==> src/rtl/secs_count_pkg.sv <==
package secs_count_pkg;
  localparam int BYTE_W    = 8;
  localparam int NUM_BYTES = 4;
  localparam int CNT_W     = BYTE_W * NUM_BYTES;
  localparam int IDX_W     = $clog2(NUM_BYTES);

  typedef enum logic [1:0] {
    RS_NONE = 2'd0,
    RS_CNT  = 2'd1,
    RS_CTRL = 2'd2,
    RS_SUB  = 2'd3
  } rdSel_e;

  typedef struct packed {
    logic [NUM_BYTES-1:1] holdWr;
    logic                 commit;
    logic                 ctrlWr;
    logic                 rdEn;
    rdSel_e               rdSel;
    logic [IDX_W-1:0]     rdIdx;
  } strb_t;
endpackage

==> src/rtl/secs_count_ctrl.sv <==
module secs_count_ctrl
  import secs_count_pkg::*;
#(
  parameter int ADDR_W   = 8,
  parameter int WR_BASE  = 'h40,
  parameter int RD_BASE  = 'h48,
  parameter int CTRL_OFF = 'h46,
  parameter int SUB_OFF  = 'h05
) (
  input  logic [ADDR_W-1:0] busAddr,
  input  logic              busWr,
  input  logic              busRd,
  output strb_t             strb
);
  always_comb begin
    strb        = '0;
    strb.rdSel  = RS_NONE;
    strb.rdEn   = busRd;
    if (busWr) begin
      if (busAddr == ADDR_W'(WR_BASE)) strb.commit = 1'b1;
      if (busAddr == ADDR_W'(CTRL_OFF)) strb.ctrlWr = 1'b1;
      for (int i = 1; i < NUM_BYTES; i++) begin
        if (busAddr == ADDR_W'(WR_BASE + i)) strb.holdWr[i] = 1'b1;
      end
    end
    if (busAddr == ADDR_W'(CTRL_OFF)) strb.rdSel = RS_CTRL;
    if (busAddr == ADDR_W'(SUB_OFF))  strb.rdSel = RS_SUB;
    for (int i = 0; i < NUM_BYTES; i++) begin
      if (busAddr == ADDR_W'(RD_BASE + i)) begin
        strb.rdSel = RS_CNT;
        strb.rdIdx = IDX_W'(i);
      end
    end
  end
endmodule

==> src/rtl/secs_count_dp.sv <==
module secs_count_dp
  import secs_count_pkg::*;
#(
  parameter int               ENA_BIT    = 7,
  parameter logic [BYTE_W-1:0] SUBTYPE_ID = 8'h01
) (
  input  logic              clk,
  input  logic              rstN,
  input  logic              tickIn,
  input  logic [BYTE_W-1:0] busWdata,
  input  strb_t             strb,
  output logic [BYTE_W-1:0] busRdata,
  output logic [CNT_W-1:0]  cntVal,
  output logic              enaVal
);
  logic [BYTE_W-1:0] holdQ [NUM_BYTES];
  logic [CNT_W-1:0]  cntQ;
  logic [CNT_W-1:0]  loadVal;
  logic              enaQ;
  logic [BYTE_W-1:0] rdNext;
  logic [BYTE_W-1:0] rdataQ;

  assign holdQ[0] = busWdata;

  for (genvar g = 1; g < NUM_BYTES; g++) begin : g_hold
    always_ff @(posedge clk) begin
      if (!rstN)               holdQ[g] <= '0;
      else if (strb.holdWr[g]) holdQ[g] <= busWdata;
    end
  end

  for (genvar g = 0; g < NUM_BYTES; g++) begin : g_load
    assign loadVal[g*BYTE_W +: BYTE_W] = holdQ[g];
  end

  always_ff @(posedge clk) begin
    if (!rstN) begin
      cntQ <= '0;
      enaQ <= 1'b1;
    end else begin
      if (strb.commit)           cntQ <= loadVal;
      else if (tickIn && enaQ)   cntQ <= cntQ + 1'b1;
      if (strb.ctrlWr)           enaQ <= busWdata[ENA_BIT];
    end
  end

  always_comb begin
    rdNext = '0;
    unique case (strb.rdSel)
      RS_CNT:  rdNext = cntQ[strb.rdIdx*BYTE_W +: BYTE_W];
      RS_CTRL: rdNext[ENA_BIT] = enaQ;
      RS_SUB:  rdNext = SUBTYPE_ID;
      default: rdNext = '0;
    endcase
  end

  always_ff @(posedge clk) begin
    if (!rstN)          rdataQ <= '0;
    else if (strb.rdEn) rdataQ <= rdNext;
  end

  assign busRdata = rdataQ;
  assign cntVal   = cntQ;
  assign enaVal   = enaQ;
endmodule

==> src/rtl/secs_count_regs.sv <==
module secs_count_regs
  import secs_count_pkg::*;
#(
  parameter int               ADDR_W     = 8,
  parameter int               WR_BASE    = 'h40,
  parameter int               RD_BASE    = 'h48,
  parameter int               CTRL_OFF   = 'h46,
  parameter int               SUB_OFF    = 'h05,
  parameter int               ENA_BIT    = 7,
  parameter logic [BYTE_W-1:0] SUBTYPE_ID = 8'h01
) (
  input  logic              clk,
  input  logic              rstN,
  input  logic              tickIn,
  input  logic [ADDR_W-1:0] busAddr,
  input  logic [BYTE_W-1:0] busWdata,
  input  logic              busWr,
  input  logic              busRd,
  output logic [BYTE_W-1:0] busRdata
);
  strb_t            strb;
  logic [CNT_W-1:0] cntVal;
  logic             enaVal;

  secs_count_ctrl #(
    .ADDR_W(ADDR_W), .WR_BASE(WR_BASE), .RD_BASE(RD_BASE),
    .CTRL_OFF(CTRL_OFF), .SUB_OFF(SUB_OFF)
  ) u_ctrl (
    .busAddr(busAddr), .busWr(busWr), .busRd(busRd), .strb(strb)
  );

  secs_count_dp #(
    .ENA_BIT(ENA_BIT), .SUBTYPE_ID(SUBTYPE_ID)
  ) u_dp (
    .clk(clk), .rstN(rstN), .tickIn(tickIn), .busWdata(busWdata),
    .strb(strb), .busRdata(busRdata), .cntVal(cntVal), .enaVal(enaVal)
  );
endmodule

==> config.mk <==
export PLATFORM = sky130hd
export DESIGN_NAME = secs_count_regs
export DESIGN_NICKNAME = d
export VERILOG_FILES = /design/src/rtl/secs_count_pkg.sv /design/src/rtl/secs_count_ctrl.sv /design/src/rtl/secs_count_dp.sv /design/src/rtl/secs_count_regs.sv
export SDC_FILE = /design/constraint.sdc
export NUM_CORES = 1
export LEC_CHECK = 0
export BUFFER_PORTS_ARGS = -buffer_cell sky130_fd_sc_hd__buf_2
export CAP_MARGIN = 30
export CORE_MARGIN = 2
export CORE_UTILIZATION = 50
export CTS_BUF_LIST = sky130_fd_sc_hd__clkbuf_16
export CTS_CLUSTER_DIAMETER = 40
export DETAILED_ROUTE_END_ITERATION = 12
export GPL_ROUTABILITY_DRIVEN = 0
export PLACE_DENSITY_LB_ADDON = 0.1
export SYNTH_ARGS = -nofsm -noshare
export SYNTH_HDL_FRONTEND = slang
export SYNTH_SLANG_ARGS = --single-unit
==> constraint.sdc <==
create_clock -name clk -period 2.88 [get_ports clk]
set_input_delay 0.72 -clock clk [delete_from_list [all_inputs] [get_ports clk]]
set_output_delay 0.72 -clock clk [all_outputs]
set_load 0.05 [all_outputs]
# ---- After elaboration in Yosys (flattened, before gate mapping)
# Cells that the tools add are included.
dict set report totals {
  register_bits 65
  latch_bits 0
  ramBits 0
  rom_bits 0
  inputBits 21
  out_inout_bits 8
  word_cells 39
  mem_count 0
}
dict set report classes {
  n_addsub 1
  mul 0
  div_mod_pow 0
  n_lt_le_gt_ge 0
  eq_ne 13
  shift 1
  muxes 16
  bitwise_logic 0
  n_reduce_logical 2
}
# cell n
set op_table {}
lappend op_table {{$eq A8 B7 Y1 const B} 9}
lappend op_table {{$mux W32} 2}
lappend op_table {{$add A32 B1 Y32 const B} 1}
lappend op_table {{$shiftx A32 B6 Y8} 1}
lappend op_table {{$mux W4} 4}
lappend op_table {{$pmux W7 S2} 1}
lappend op_table {{$eq A8 B3 Y1 const B} 1}
lappend op_table {{$mux W1} 5}
lappend op_table {{$mux W5} 1}
lappend op_table {{$eq A2 B2 Y1 const B} 2}
lappend op_table {{$mux W2} 2}
lappend op_table {{$eq A2 B1 Y1 const B} 1}
lappend op_table {{$pmux W1 S2} 1}
lappend op_table {{$reduce_bool A2 Y1} 1}
lappend op_table {{$logic_and A1 B1 Y1} 1}

# ---- Longest topological paths before layout
dict set report depth {
  ltp_word 9
  depth_mapped 10
  mapped_depth_nobuf 9
}

# ---- Modules after synthesis
# From an unflattened synthesis, not the netlist that was laid out.
dict set report unflattened {
  cells_unflattened 394
  area_unflattened_um2 3495.9
}
# module n_inst cells_each area_per_inst_um2 seq_area_each_um2
set by_module_without_submodules {}
lappend by_module_without_submodules {secs_count_dp 1 371 3353.2 1301.2}
lappend by_module_without_submodules {secs_count_ctrl 1 23 142.6 0.0}

# ---- Least setup slack after synthesis
# OpenSTA, ideal clock, no wires.
dict set report synth_timing {
  path_kind {in2reg}
  start {in busAddr[7]}
  end {reg u_dp.rdataQ[7], in the netlist u_dp.busRdata[7]}
  setup_ps 92
  t_arrival_ps 2231
  required_ps 2788
  setup_slack_ps 557
  path_stages 7
  path_buffers 0
  cell_sequence {nor3_1 nand3b_1 o31ai_1 ha_1 and4b_1 a21oi_1 o32ai_1}
}
dict set report synth_via {
  elab_chain_len 9
  elab_cells_between_ends 16
  classes_between {eq/ne: 8; shift: 1; mux: 7}
}
# item line
set synth_lines {}
lappend synth_lines {{start, declared} secs_count_regs.sv:15} ;# input logic [ADDR_W-1:0] busAddr,
lappend synth_lines {{$eq A8 B7 Y1} secs_count_ctrl.sv:26} ;# if (busAddr == ADDR_W'(CTRL_OFF)) strb.rdSel = RS_CTRL;
lappend synth_lines {{$mux W2} secs_count_ctrl.sv:26}
lappend synth_lines {{$mux W2} secs_count_ctrl.sv:27} ;# if (busAddr == ADDR_W'(SUB_OFF)) strb.rdSel = RS_SUB;
lappend synth_lines {{$mux W4 (3 in series)} secs_count_ctrl.sv:29} ;# if (busAddr == ADDR_W'(RD_BASE + i)) begin
lappend synth_lines {{$mux W4 *} secs_count_ctrl.sv:29}
lappend synth_lines {{branches (longest 1 deep; another with $shiftx A32 B6 Y8)} n/a}
lappend synth_lines {{$pmux W1 S2 *} secs_count_dp.sv:49} ;# unique case (strb.rdSel)
lappend synth_lines {{end signal, assigned} secs_count_dp.sv:59} ;# else if (strb.rdEn) rdataQ <= rdNext;
lappend synth_lines {{end, declared} secs_count_dp.sv:21} ;# logic [BYTE_W-1:0] rdataQ;
# Every way passes the cells marked *.
# A chain may end at the register's enable or synchronous reset.

# ---- Worst setup path in the final report
dict set report layout_timing {
  start {in busAddr[7]}
  end {reg u_dp.rdataQ[0], in the netlist u_dp.busRdata[0]}
}
dict set report layout_via {
  elab_chain_len 9
  elab_cells_between_ends 16
  classes_between {eq/ne: 8; shift: 1; mux: 7}
}
# item line
set layout_lines {}
lappend layout_lines {{$eq A8 B7 Y1} secs_count_ctrl.sv:26}
lappend layout_lines {{$mux W2} secs_count_ctrl.sv:26}
lappend layout_lines {{$mux W2} secs_count_ctrl.sv:27}
lappend layout_lines {{$mux W4 (3 in series)} secs_count_ctrl.sv:29}
lappend layout_lines {{$mux W4 *} secs_count_ctrl.sv:29}
lappend layout_lines {{branches (longest 1 deep; another with $shiftx A32 B6 Y8)} n/a}
lappend layout_lines {{$pmux W7 S2 *} secs_count_dp.sv:49}
# Marks and branches as above.

==> results by group <==
Outcome
  – Status: finished clean

STA
  – Relative slew slack: 51.2%
  – Final Critical Period: 2.12 ns
  – Setup violators final: 0
  – Max-slew violations: 0
  – Final setup margin: 0.755 ns
  – Worst Max-Slew Pin Slew: 0.725 ns
  – Final Skew: 0.00593 ns
  – Final period utilization: 73.8%
  – Hold Vio Cnt, Final: 0
  – Max frequency: 0.471 GHz
  – RSZ-0062 raised after global routing: false
  – Setup TNS: 0 ns

Synth
  – Number of synthesized flops with an enable pin: 0
  – Mapped Nets: 428
  – Synth Warn #: 0
  – Area leader, netlist: dfxtp_1
  – Number of synthesized register bits: 65
  – Synthesized area per cell: 8.05 um2
  – Synth top cells by count: dfxtp_1 (65), nand2_1 (64), a21oi_1 (56)
  – Async set-reset flop share out of synthesis: 0%
  – Synth top area share: 40.1%
  – Cell area after synthesis: 3240 um2
  – Register area share after synthesis: 40.1%
  – Cell count after synthesis: 403
  – Multiplexer area fraction after synthesis: 2.78%
  – Most frequent cell after synthesis: dfxtp_1
  – Simple-gate share of the synthesized area: 24.4%
  – Adder-cell share of the synthesized area: 1.54%
  – Xor-xnor portion of the synthesized cell area: 8.10%
  – Complex-gate fraction of the synthesized area: 19.5%
  – Post-synth cell types: 42
  – Largest family of logic cells by synthesized area: simple AND/OR/NAND/NOR gates
  – Synth area leaders: dfxtp_1 (40%), a21oi_1 (8.6%), nand2_1 (7.4%)
  – Most used DFF post-synth: dfxtp_1

Finish
  – Layout cells sized above 1: 16.0%
  – # diodes: 0
  – Fin area: 3780 um2
  – Layout area overhead: 16.6%
  – Nets: 457

Detailed routing
  – Residual DRC count: 0
  – Vias per cell: 5.67
  – Vias: 2914
  – Initial DRT Pass Iterations: 4
  – Post-Route WL: 8500 um
  – Final antenna-violating net count: 0
  – DR WL/cell: 16.5 um
  – 1st-iter DRT viols: 303

Floorplan
  – DIE AREA: 7150 um2
  – Core Area: 6310 um2
  – Die height: 84.6 um
  – Die Span X: 84.6 um
  – IO Pins: 29
  – Starting Density: 51.4%
  – Core Rows: 29

GRT
  – Initial antenna violation count: 0
  – Largest net degree at the start of global routing: 65
  – Wire length of the first global-routing pass: 14400 um
  – GRT Residual Overflow: 0
  – Overall global routing resource usage: 25.4%
  – Vias in the first global route: 2802

Setup path
  – Crit path arrival time: 2.37 ns
  – Critical Path Source: busAddr[7]
  – Reg2reg end: u_dp.cntVal[26]
  – FF-to-FF setup slack: 0.83 ns
  – Stages on worst setup path: 9
  – Crit. End Element: register
  – Critical Path, Cell by Cell: buf_2 > nor3_1 > nand3b_1 > o31ai_1 > buf_4 > ha_1 > nand3_1 > nand2b_1 > o22ai_1
  – Delay-heaviest family, CP: simple AND/OR/NAND/NOR gates
  – Worst-path fanout max: 6
  – Critical path's slowest cell: o31ai_1
  – Startpoint Class: primary input
  – WP buf/inv: 2
  – CP max stage delay: 0.26 ns
  – FF-to-FF path depth: 6
  – Critical path class: primary input to register
  – Start of the worst register-to-register path: u_dp.cntVal[0]
  – Req. time, crit path: 3.12 ns
  – Critical Path End: u_dp.busRdata[0]

Clock tree
  – Reg clk slew, reported paths: 0.06 ns
  – Post_cts resized: 0
  – CTS H-tree lvls: 3
  – TritonCTS clock tree: done
  – Root Driver: clkbuf_16
  – Number of setup buffers added after CTS: 0
  – Hold-fix buffers at CTS: 0
  – Total CTS buffers: 9
  – Clock Latency Late Sink: 0.32 ns
  – # clock sinks: 65
  – Clock tree buffer depth: 2

Pwr
  – Power per Cell Area: 551 nW/um2
  – Total leakage power: 1.36 nW
  – Max rail drop VDD: 442 uV

Job
  – Max_cap viols: 0

Min path
  – Hold Crit Class: register to register

Place
  – Post-place instance area: 3480 um2
  – I/O Buffers: 28
  – Detail Placement HPWL: 6140 um
  – Post-Place Worst Slack: 0.412 ns
cells by family after synthesis:
family                   Yosys count
XOR/XNOR                          30
buffers and inverters             29
adder cells (fa/ha/maj)            4
multiplexers                       9
flip-flops                        65
AO/OA/AOI/OAI                    107
AND/OR/NAND/NOR                  159
state kept, by name (all words and copies together), names as in the netlist:
signal / flops
u_dp.busRdata: 8
u_dp.cntVal: 32
u_dp.enaVal: 1
u_dp.holdQ: 24
cells in the final DEF, fill, tap and decap left out, types with 3 or more instances in the layout:
cell	Yosys	layout
or2_2	3	3
xnor2_1	14	14
mux2i_1	9	9
clkbuf_16	0	9
and2_1	3	3
a211oi_2	8	8
buf_4	0	9
ha_1	4	4
nor2_1	27	27
o21ai_0	7	7
o21ai_1	22	22
o22ai_1	8	8
nor4_1	4	4
nor3_1	9	9
clkinv_4	0	3
a21oi_1	56	56
nand4_1	12	12
nand2b_1	3	3
xor2_1	16	16
nand3_1	13	13
inv_1	9	10
buf_2	7	28
dfxtp_1	65	65
nand2_1	64	64
and3_1	6	6
stage by stage:
step	total power, W	hold WS, ns	util (%)	instances
2_1_floorplan	0.000984	0.432	-	403
3_3_place_gp	0.00103	0.429	55.2	498
3_5_place_dp	0.00103	0.438	55.2	498
4_1_cts	0.00210	0.452	59.9	514
5_1_grt	0.00215	0.470	59.9	514
6_report	0.00208	0.444	59.9	514
how the worst min path moves through the flow:
stage	from	to	depth (start not counted)
finish	u_dp.busRdata[3]	u_dp.busRdata[3]	2
floorplan	u_dp.holdQ[0]	u_dp.holdQ[0]	2
CTS	u_dp.busRdata[3]	u_dp.busRdata[3]	2
global placement	u_dp.busRdata[3]	u_dp.busRdata[3]	2
detailed placement	u_dp.busRdata[3]	u_dp.busRdata[3]	2
global route	u_dp.busRdata[3]	u_dp.busRdata[3]	2
where the power goes:
part,switching [W],internal (W)
logic,0.0000688,0.0000371
clock network,0.000400,0.000669
registers,0.00000535,0.000904
total,0.000474,0.00161
worst register-to-register path, delay by kind of cell (launching register included):
kind                     cells  cell delay, ns
AND/OR/NAND/NOR              3            1.07
flip-flops                   1            0.40
adder cells (fa/ha/maj)      1            0.20
XOR/XNOR                     1            0.17
AO/OA/AOI/OAI                1            0.13
cell type report:
type,instances,area [um2]
Sequential cell,65,1300
Multi-Input combinational cell,309,1830
Fill cell,587,2530
Clock inverter,7,72.6
Clock buffer,9,225
Tap cell,77,96.3
Inverter,9,33.8
Timing Repair Buffer,38,228
metal layers:
layer	up-vias	GRT usage (%)	routed length, um
met1	1333	36.4	4120
li1	1483	-	-
met4	0	8.08	108
met5	-	0	0
met3	8	5.70	555
met2	90	38.0	3730
No activity file was read; power rests on OpenSTA's default activity.
